**src/rtl/trap_pkg.sv**
```systemverilog
package trap_pkg;
  localparam int XLEN = 64;
  typedef logic [XLEN-1:0] word_t;

  typedef enum logic [1:0] {
    OP_IDLE = 2'b00,
    OP_SC   = 2'b01,
    OP_RFI  = 2'b10
  } trap_op_e;

  // msb-first position -> port bit index
  function automatic int ix(int pos);
    return XLEN - 1 - pos;
  endfunction

  function automatic word_t span(int first, int last);
    word_t m;
    m = '0;
    for (int p = first; p <= last; p++) m[XLEN-1-p] = 1'b1;
    return m;
  endfunction

  localparam int P_HV = 3;
  localparam int P_EE = 48;
  localparam int P_PR = 49;
  localparam int P_ME = 51;
  localparam int P_IR = 58;
  localparam int P_DR = 59;

  localparam word_t SC_KEEP  = span(0, 32) | span(37, 41) | span(48, 63);
  localparam word_t RFI_COPY = span(0, 2) | span(4, 28) | span(32, 32) | span(37, 41)
                             | span(49, 50) | span(52, 57) | span(60, 63);
  localparam word_t TS_MASK  = span(29, 31);
  localparam word_t RSV_MASK = span(33, 36) | span(42, 47);
endpackage

```
**src/rtl/trap_sc_unit.sv**
```systemverilog
module trap_sc_unit
  import trap_pkg::*;
(
  input  word_t cia_i,
  input  word_t msr_i,
  output word_t srr0_o,
  output word_t srr1_o
);
  localparam word_t STEP = word_t'(4);

  assign srr0_o = cia_i + STEP;
  assign srr1_o = msr_i & SC_KEEP;
endmodule

```
**src/rtl/trap_rfi_unit.sv**
```systemverilog
module trap_rfi_unit
  import trap_pkg::*;
(
  input  word_t srr0_i,
  input  word_t srr1_i,
  input  logic  cur_hv_i,
  input  logic  cur_me_i,
  output word_t msr_o,
  output word_t nia_o
);
  localparam int N_FORCE = 3;
  localparam int FORCE_POS [N_FORCE] = '{P_EE, P_IR, P_DR};

  logic  pr;
  word_t msr_n;
  logic  unused_bits;

  assign pr          = srr1_i[ix(P_PR)];
  assign unused_bits = ^{srr0_i[1:0], srr1_i & RSV_MASK};

  always_comb begin
    // reserved positions stay zero by starting from the masks
    msr_n = srr1_i & (RFI_COPY | TS_MASK);
    msr_n[ix(P_HV)] = srr1_i[ix(P_HV)] & cur_hv_i;
    for (int k = 0; k < N_FORCE; k++)
      msr_n[ix(FORCE_POS[k])] = srr1_i[ix(FORCE_POS[k])] | pr;
    msr_n[ix(P_ME)] = cur_hv_i ? srr1_i[ix(P_ME)] : cur_me_i;
  end

  assign msr_o = msr_n;
  assign nia_o = {srr0_i[XLEN-1:2], 2'b00};
endmodule

```
**src/rtl/trap_unit.sv**
```systemverilog
module trap_unit
  import trap_pkg::*;
#(
  parameter int CTX_W = 2
) (
  input  logic [1:0]       op_i,
  input  logic [CTX_W-1:0] ctx_i,
  input  logic [63:0]      cia_i,
  input  logic [63:0]      msr_i,
  input  logic [63:0]      srr0_i,
  input  logic [63:0]      srr1_i,
  output logic [63:0]      srr0_o,
  output logic             srr0_vld_o,
  output logic [63:0]      srr1_o,
  output logic             srr1_vld_o,
  output logic [63:0]      msr_o,
  output logic             msr_vld_o,
  output logic [63:0]      nia_o,
  output logic             nia_vld_o,
  output logic [CTX_W-1:0] ctx_o
);
  logic is_sc, is_rfi;

  assign is_sc  = (op_i == OP_SC);
  assign is_rfi = (op_i == OP_RFI);

  trap_sc_unit u_sc (
    .cia_i  (cia_i),
    .msr_i  (msr_i),
    .srr0_o (srr0_o),
    .srr1_o (srr1_o)
  );

  trap_rfi_unit u_rfi (
    .srr0_i   (srr0_i),
    .srr1_i   (srr1_i),
    .cur_hv_i (msr_i[ix(P_HV)]),
    .cur_me_i (msr_i[ix(P_ME)]),
    .msr_o    (msr_o),
    .nia_o    (nia_o)
  );

  assign srr0_vld_o = is_sc;
  assign srr1_vld_o = is_sc;
  assign msr_vld_o  = is_rfi;
  assign nia_vld_o  = is_rfi;
  assign ctx_o      = ctx_i;
endmodule

```
**config.mk**
```make
export PLATFORM = sky130hd
export DESIGN_NAME = trap_unit
export DESIGN_NICKNAME = d
export VERILOG_FILES = /design/src/rtl/trap_pkg.sv /design/src/rtl/trap_sc_unit.sv /design/src/rtl/trap_rfi_unit.sv /design/src/rtl/trap_unit.sv
export SDC_FILE = /design/constraint.sdc
export NUM_CORES = 1
export LEC_CHECK = 0
export ABC_AREA = 0
export BUFFER_PORTS_ARGS = -buffer_cell sky130_fd_sc_hd__buf_2
export CAP_MARGIN = 20
export CELL_PAD_IN_SITES_DETAIL_PLACEMENT = 1
export CELL_PAD_IN_SITES_GLOBAL_PLACEMENT = 1
export CORE_AREA = 2 2 205 207
export DETAILED_ROUTE_END_ITERATION = 7
export DIE_AREA = 0 0 207 209
export PLACE_DENSITY_LB_ADDON = 0.1
export SLEW_MARGIN = 20
export SYNTH_ARGS = -nofsm -noshare
export SYNTH_HDL_FRONTEND = slang
export SYNTH_SLANG_ARGS = --single-unit
```
**constraint.sdc**
```tcl
create_clock -name vclk -period 2.65
set_clock_uncertainty 0.15 [all_clocks]
set_input_delay 0.265 -clock vclk [all_inputs]
set_output_delay 0.265 -clock vclk [all_outputs]
set_load 0.03 [all_outputs]
```
; ---- Word-level counts from Yosys, hierarchy flattened
; Cells that the tools add are included.
; Widths: inputs -> output; s select.
[classes]
add_sub_neg = 1
mul = 0
reduce_logical = 0
n_eq_ne = 2
magnitude_cmp = 0
n_mux = 1
n_bitwise = 4
n_shift = 0
n_div = 0
[op_table]
columns = cell, n
row1 = $add 64x3->64 const B, 1
row2 = $or 1x1->1, 3
row3 = $eq 2x1->1 const B, 1
row4 = $eq 2x2->1 const B, 1
row5 = $and 1x1->1, 1
row6 = $mux 1, 1
[word_totals]
rom_bits = 0
latch_bits = 0
n_memories = 0
register_bits = 0
out_inout_bits = 262
ram_bits = 0

; ---- Logic depth before layout (Yosys ltp)
; Gate-level depths: netlist of the first run.
[depth]
depth_word = 1
depth_mapped = 7

; ---- Cells and area by module
; From an unflattened synthesis of the first run, not the netlist that was laid out.
[hier_totals]
cells_unflattened = 405
area_unflattened_um2 = 2862.7
[by_module_without_submodules]
columns = mod, cells_each, instances, seq_area_each_um2, area_each_um2
row1 = trap_sc_unit, 270, 1, 0.0, 1849.3
row2 = trap_rfi_unit, 129, 1, 0.0, 968.4
row3 = trap_unit, 6, 1, 0.0, 45.0

; ---- Least setup slack after synthesis of the first run
; No wires, ideal clock.
[synth_path]
kind = in2out
startpoint = input port cia_i[2]
endpoint = output port srr0_o[45]
stages = 5
setup_slack_ns = 0.039
arrival_time_ns = 2.196
path_buffers = 0
path_cell_list = nand4_2 -> or4_4 -> or4b_4 -> nor3_2 -> xor2_1
[synth_via]
elab_chain_cells = 1
[synth_rtl]
columns = element, line
row1 = from (decl), trap_unit.sv:8  ; input logic [63:0] cia_i,
row2 = $add 64x3->64, trap_sc_unit.sv:11  ; assign srr0_o = cia_i + STEP;
row3 = to (decl), trap_unit.sv:12  ; output logic [63:0] srr0_o,
; Every way passes these cells.

; ---- Worst setup path in the final report of the first run
[layout_path]
startpoint = input port cia_i[5]
endpoint = output port srr0_o[45]
; The elaborated chain is that of the path after synthesis.

==> flow_summary_export.csv, run 1 <==
group,metric,value,unit
floorplan,start_util,0.0684,
routing,drc,0,
global_route,grt_antenna_before_repair,2,
finish,layout_commonest_cell,"buf_2",
synth,syn_area,2830,sq um
run_status,run_status,"completed",
flow_run,drv_cap,0,
worst_setup_path,cp-start-kind,"primary input",
floorplan,coreArea,41300,sq um
finish,seq_area,0,sq um
power,p_per_area,140,nW/um^2
timing,max_freq,392,MHz
worst_setup_path,critPathMaxFanout,3,
floorplan,dieArea,43300,sq um
power,power.total,477,uW
finish,clkbuf_count,0,
power,switching_power,316,uW
synth,yosys_warnings,0,
global_route,busiest_layer,"met2",
worst_setup_path,cpPeakStageDelay,540,ps
global_route,grt.met2_usage,0.106,
routing,finalWirelength,13100,um
timing,finalSetupTns,0,ps
routing,drt_iter0_markers,26,
worst_setup_path,arrival,2140,ps
finish,fill_cells,5015,
routing,ant_nets,0,
synth,avgSynthCellArea,7.12,sq um
floorplan,die_h,209,um
worst_setup_path,crit_required,2240,ps
power,switching_share,0.663,
floorplan,fp-row-count,75,
global_route,use_met1,0.0551,
global_route,met3_usage,0.0271,
timing,holdWs,380,ps
floorplan,ioPinCount,522,
global_route,grt_max_degree,10,
floorplan,die_w,207,um
worst_setup_path,crit_path_frequent_cell,"buf_4",
placed_design,gp_congestion,0.676,
power,vdd_drop_max,48.6,uV
routing,vias_per_cell,2.61,
synth,ys_top_cells_by_area,"buf_4 (51%), xnor2_1 (11%), xor2_1 (7.4%)",
finish,n_antenna_cell,0,
finish,final_cell_mix,"buf_2 (123), buf_4 (56), xnor2_1 (36)",
power,combPwrFrac,1.000,
timing,final-setup-viol-count,0,
finish,flops_and_latches,0,
synth,yosysSeqAreaShare,0,
power,p_seq_frac,0,
routing,wl_per_cell,13.8,um
global_route,grt_pass1_wl,18800,um
timing,rsz0062_at_grt,"yes",
worst_setup_path,crit_path_top_delay_cell,"or4_4",
global_route,gr-total-overflow,0,
timing,hold_viol,0,
global_route,grt.total_usage,0.0565,
timing,slew_viol_final,0,
routing,dr.pass1.iters,3,
placed_design,portBuffers,146,
worst_setup_path,crit_type,"in -> out",
power,clockPowerShare,0,
synth,synthCells,397,
synth,synth_top_area_frac,0.513,
finish,nNetsFinal,676,
worst_setup_path,path_cells,"buf_4 > nand4_4 > or4_4 > or4b_4 > nor3_4 > xor2_1 > buf_4",
timing,fin_crit_sh,0.963,
min_path,hold_class,"in -> out",
routing,dr_total_vias,2484,
synth,synth_top_area_cell,"buf_4",
placed_design,hpwl,12000,um
finish,drive_gt1_frac,0.521,
finish,syn2layout_area_growth,20.9,%
worst_setup_path,cp-end-kind,"output pin",
timing,layout_min_cycle_time,2550,ps
power,p_int,161,uW
synth,synth_cell_types,27,
global_route,grt_pass1_vias,2870,
power,leakage,1.39,nW
worst max-delay path, delay by kind of cell:
family	cells	cell delay, ps
AND/OR/NAND/NOR	4	1390
buffers and inverters	2	300
XOR/XNOR	1	170
per-layer routing:
metal	vias up	wire, um
met4	4	289
li1	1125	-
met1	1120	4410
met2	189	6800
met5	-	21
met3	46	1620
cells by family after synthesis:
kind of cell	share of synthesized area
adder cells (fa/ha/maj)	0.00443
XOR/XNOR	0.186
other	0.00133
AND/OR/NAND/NOR	0.278
buffers and inverters	0.526
multiplexers	0.00399
repair_timing:
action	in CTS	in global routing
setup buffers	1	1
pin swaps	5	13
setup endpoints to repair	18	12
resized for setup	17	37
hold buffers	0	0
stage by stage:
step	util	setup WS (ps)	area, sq um	instances
after CTS	0.0795	-22.8	3280	951
after global placement	0.0775	-371	3200	950
final	0.0827	98.6	3420	952
after floorplan	-	39.0	2900	418
after global routing	0.0827	-9.11	3420	952
after detailed placement	0.0775	-314	3200	950
worst paths after layout:
check | from | endpoint | slack, ps | cells after the start
max | cia_i[5] | srr0_o[45] | 100 | 7
min | srr1_i[23] | msr_o[23] | 380 | 0
layout make-up:
| class | instances | area, sq um | area share |
|---|---|---|---|
| Inverter | 8 | 30.0 | 0.00879 |
| Tap cell | 539 | 674 | 0.197 |
| Timing Repair Buffer | 190 | 1190 | 0.349 |
| Multi-Input combinational cell | 215 | 1520 | 0.445 |
power groups by stage:
stage	logic (mW)	clock network [mW]	registers, mW
floorplan	0.745	0	0
global placement	0.461	0	0
detailed placement	0.462	0	0
CTS	0.472	0	0
global route	0.512	0	0
finish	0.477	0	0
synth_stat cells:
cell / instances
and2_0: 1
and2_1: 4
and3_1: 3
and4_1: 6
buf_4: 193
clkbuf_1: 2
conb_1: 1
ha_1: 1
inv_1: 8
mux2_2: 1
nand2_1: 20
nand3_1: 26
nand4_1: 20
nand4_2: 2
nand4_4: 2
nor2_1: 19
nor2b_1: 2
nor3_1: 6
nor3_2: 1
nor4_1: 10
nor4_4: 2
or2_2: 4
or3_1: 1
or4_4: 1
or4b_4: 1
xnor2_1: 36
xor2_1: 24
No activity file was read; power rests on OpenSTA's default activity.
==> run 2, diff against run 1 <==
Settings changed: CAP_MARGIN 20 to default.
Clock period 2.65 ns to 2.6 ns, I/O delays scaled along.
==> flow_summary_export.csv, run 2 (synthesized netlist as in run 1, its figures left out) <==
group,metric,value,unit
worst_setup_path,arrival,2160,ps
finish,flops_and_latches,0,
finish,fill_cells,5022,
flow_run,drv_cap,0,
min_path,min_to,"msr_o[24]",
routing,finalWirelength,13500,um
timing,rsz0062_at_grt,"yes",
global_route,gr-total-overflow,0,
floorplan,fp-row-count,75,
finish,multi_input_area,1570,sq um
global_route,grt_antenna_before_repair,1,
floorplan,ioPinCount,522,
cts,hold_buffers,0,
run_status,run_status,"completed",
global_route,grt.total_usage,0.0569,
worst_setup_path,critPathMaxFanout,3,
floorplan,die_h,209,um
global_route,grt_pass1_wl,18900,um
timing,layout_min_cycle_time,2570,ps
placed_design,gp_congestion,0.674,
routing,drt_iter0_markers,38,
routing,drc,0,
min_path,hold_path_startpoint,"srr1_i[24]",
finish,drive_gt1_frac,0.547,
min_path,hold_class,"in -> out",
finish,layout_commonest_cell,"buf_2",
placed_design,portBuffers,146,
worst_setup_path,crit_type,"in -> out",
worst_setup_path,cpPeakStageDelay,590,ps
finish,nNetsFinal,678,
power,leakage,1.40,nW
global_route,grt_pass1_vias,2763,
worst_setup_path,crit_path_top_delay_cell,"or4b_4",
min_path,min_path_cells,0,
finish,seq_area,0,sq um
power,power.total,489,uW
routing,dr_total_vias,2538,
power,vdd_drop_max,30.6,uV
finish,final_cell_mix,"buf_2 (126), buf_4 (57), xnor2_1 (35)",
floorplan,dieArea,43300,sq um
floorplan,coreArea,41300,sq um
worst_setup_path,cp-start-kind,"primary input",
finish,clkbuf_count,0,
worst_setup_path,path_cells,"buf_8 > nand4_4 > or4_4 > or4b_4 > nor3_4 > xor2_2 > buf_6",
global_route,grt_max_degree,10,
finish,n_antenna_cell,0,
floorplan,die_w,207,um
worst_setup_path,cp-end-kind,"output pin",
floorplan,start_util,0.0684,
timing,holdWs,370,ps
routing,dr.pass1.iters,4,
finish,syn2layout_area_growth,22.2,%
timing,hold_viol,0,
routing,ant_nets,0,
timing,fin_crit_sh,0.990,
timing,max_freq,389,MHz
timing,final-setup-viol-count,0,
placed_design,hpwl,12200,um
timing,worst_slack,27.2,ps
worst_setup_path,crit_required,2190,ps
placed_design,pre_cts_slack,-212,ps
power,p_per_area,142,nW/um^2
timing,slew_viol_final,0,
routing,vias_per_cell,2.66,
routing,wl_per_cell,14.2,um
[run 2: changes by cell type in the layout (fill, tap and decap cells not counted), moves of 2 or more]
cell,previous run,this run
buf_2,123,126
buf_8,4,1
nor4_2,1,4
nor2_1,18,16
nor2_4,0,2
nor3_1,4,2
nor4_1,8,6
xor2_1,23,21
xor2_2,1,3
[run 2: critical path, delay by kind of cell]
kind | cells | cell delay (ps)
xor+xnor | 1 | 170
buf+inv | 2 | 230
simple gates | 4 | 1500
[run 2: worst max path at each step]
stage | start | to | slack, ps
2_1_floorplan | cia_i[2] | srr0_o[43] | 10
3_3_place_gp | cia_i[2] | srr0_o[43] | -180
3_5_place_dp | cia_i[2] | srr0_o[43] | -210
4_1_cts | cia_i[2] | srr0_o[43] | -60
5_1_grt | cia_i[5] | srr0_o[45] | -60
6_report | cia_i[5] | srr0_o[45] | 30
[run 2: final cells by class]
type / instances / share of cell area
well taps: 539 / 0.195
multi-input cells: 215 / 0.454
repair buffers: 192 / 0.342
inverters: 8 / 0.00870
[run 2: repair_timing]
item	4_1_cts	5_1_grt
gates resized for setup	17	48
pin swaps	5	15
endpoints found under the setup margin	25	21
setup buffers	2	1
[run 2: stage by stage]
step | cell area (sq um) | instances | TNS [ps] | util
after floorplan | 2910 | 418 | 0 | -
after global placement | 3200 | 951 | -1910 | 0.0775
after detailed placement | 3200 | 951 | -1420 | 0.0775
after CTS | 3290 | 953 | -98.0 | 0.0796
after global routing | 3450 | 954 | -65.1 | 0.0836
final | 3450 | 954 | 0 | 0.0836
[run 2: report_power, final]
group          total, mW  leakage (nW)  switching [mW]  internal, mW
combinational      0.489          1.40           0.326         0.163
sequential             0             0               0             0
clock                  0             0               0             0
total              0.489          1.40           0.326         0.163
[run 2: routing by layer]
metal	wire length, um	vias up	share of wire	track usage
met3	1580	54	0.12	0.0258
met2	6700	180	0.50	0.101
li1	-	1131	-	-
met4	417	2	0.031	0.0172
met1	4790	1171	0.35	0.0603
met5	10	-	0.00074	0
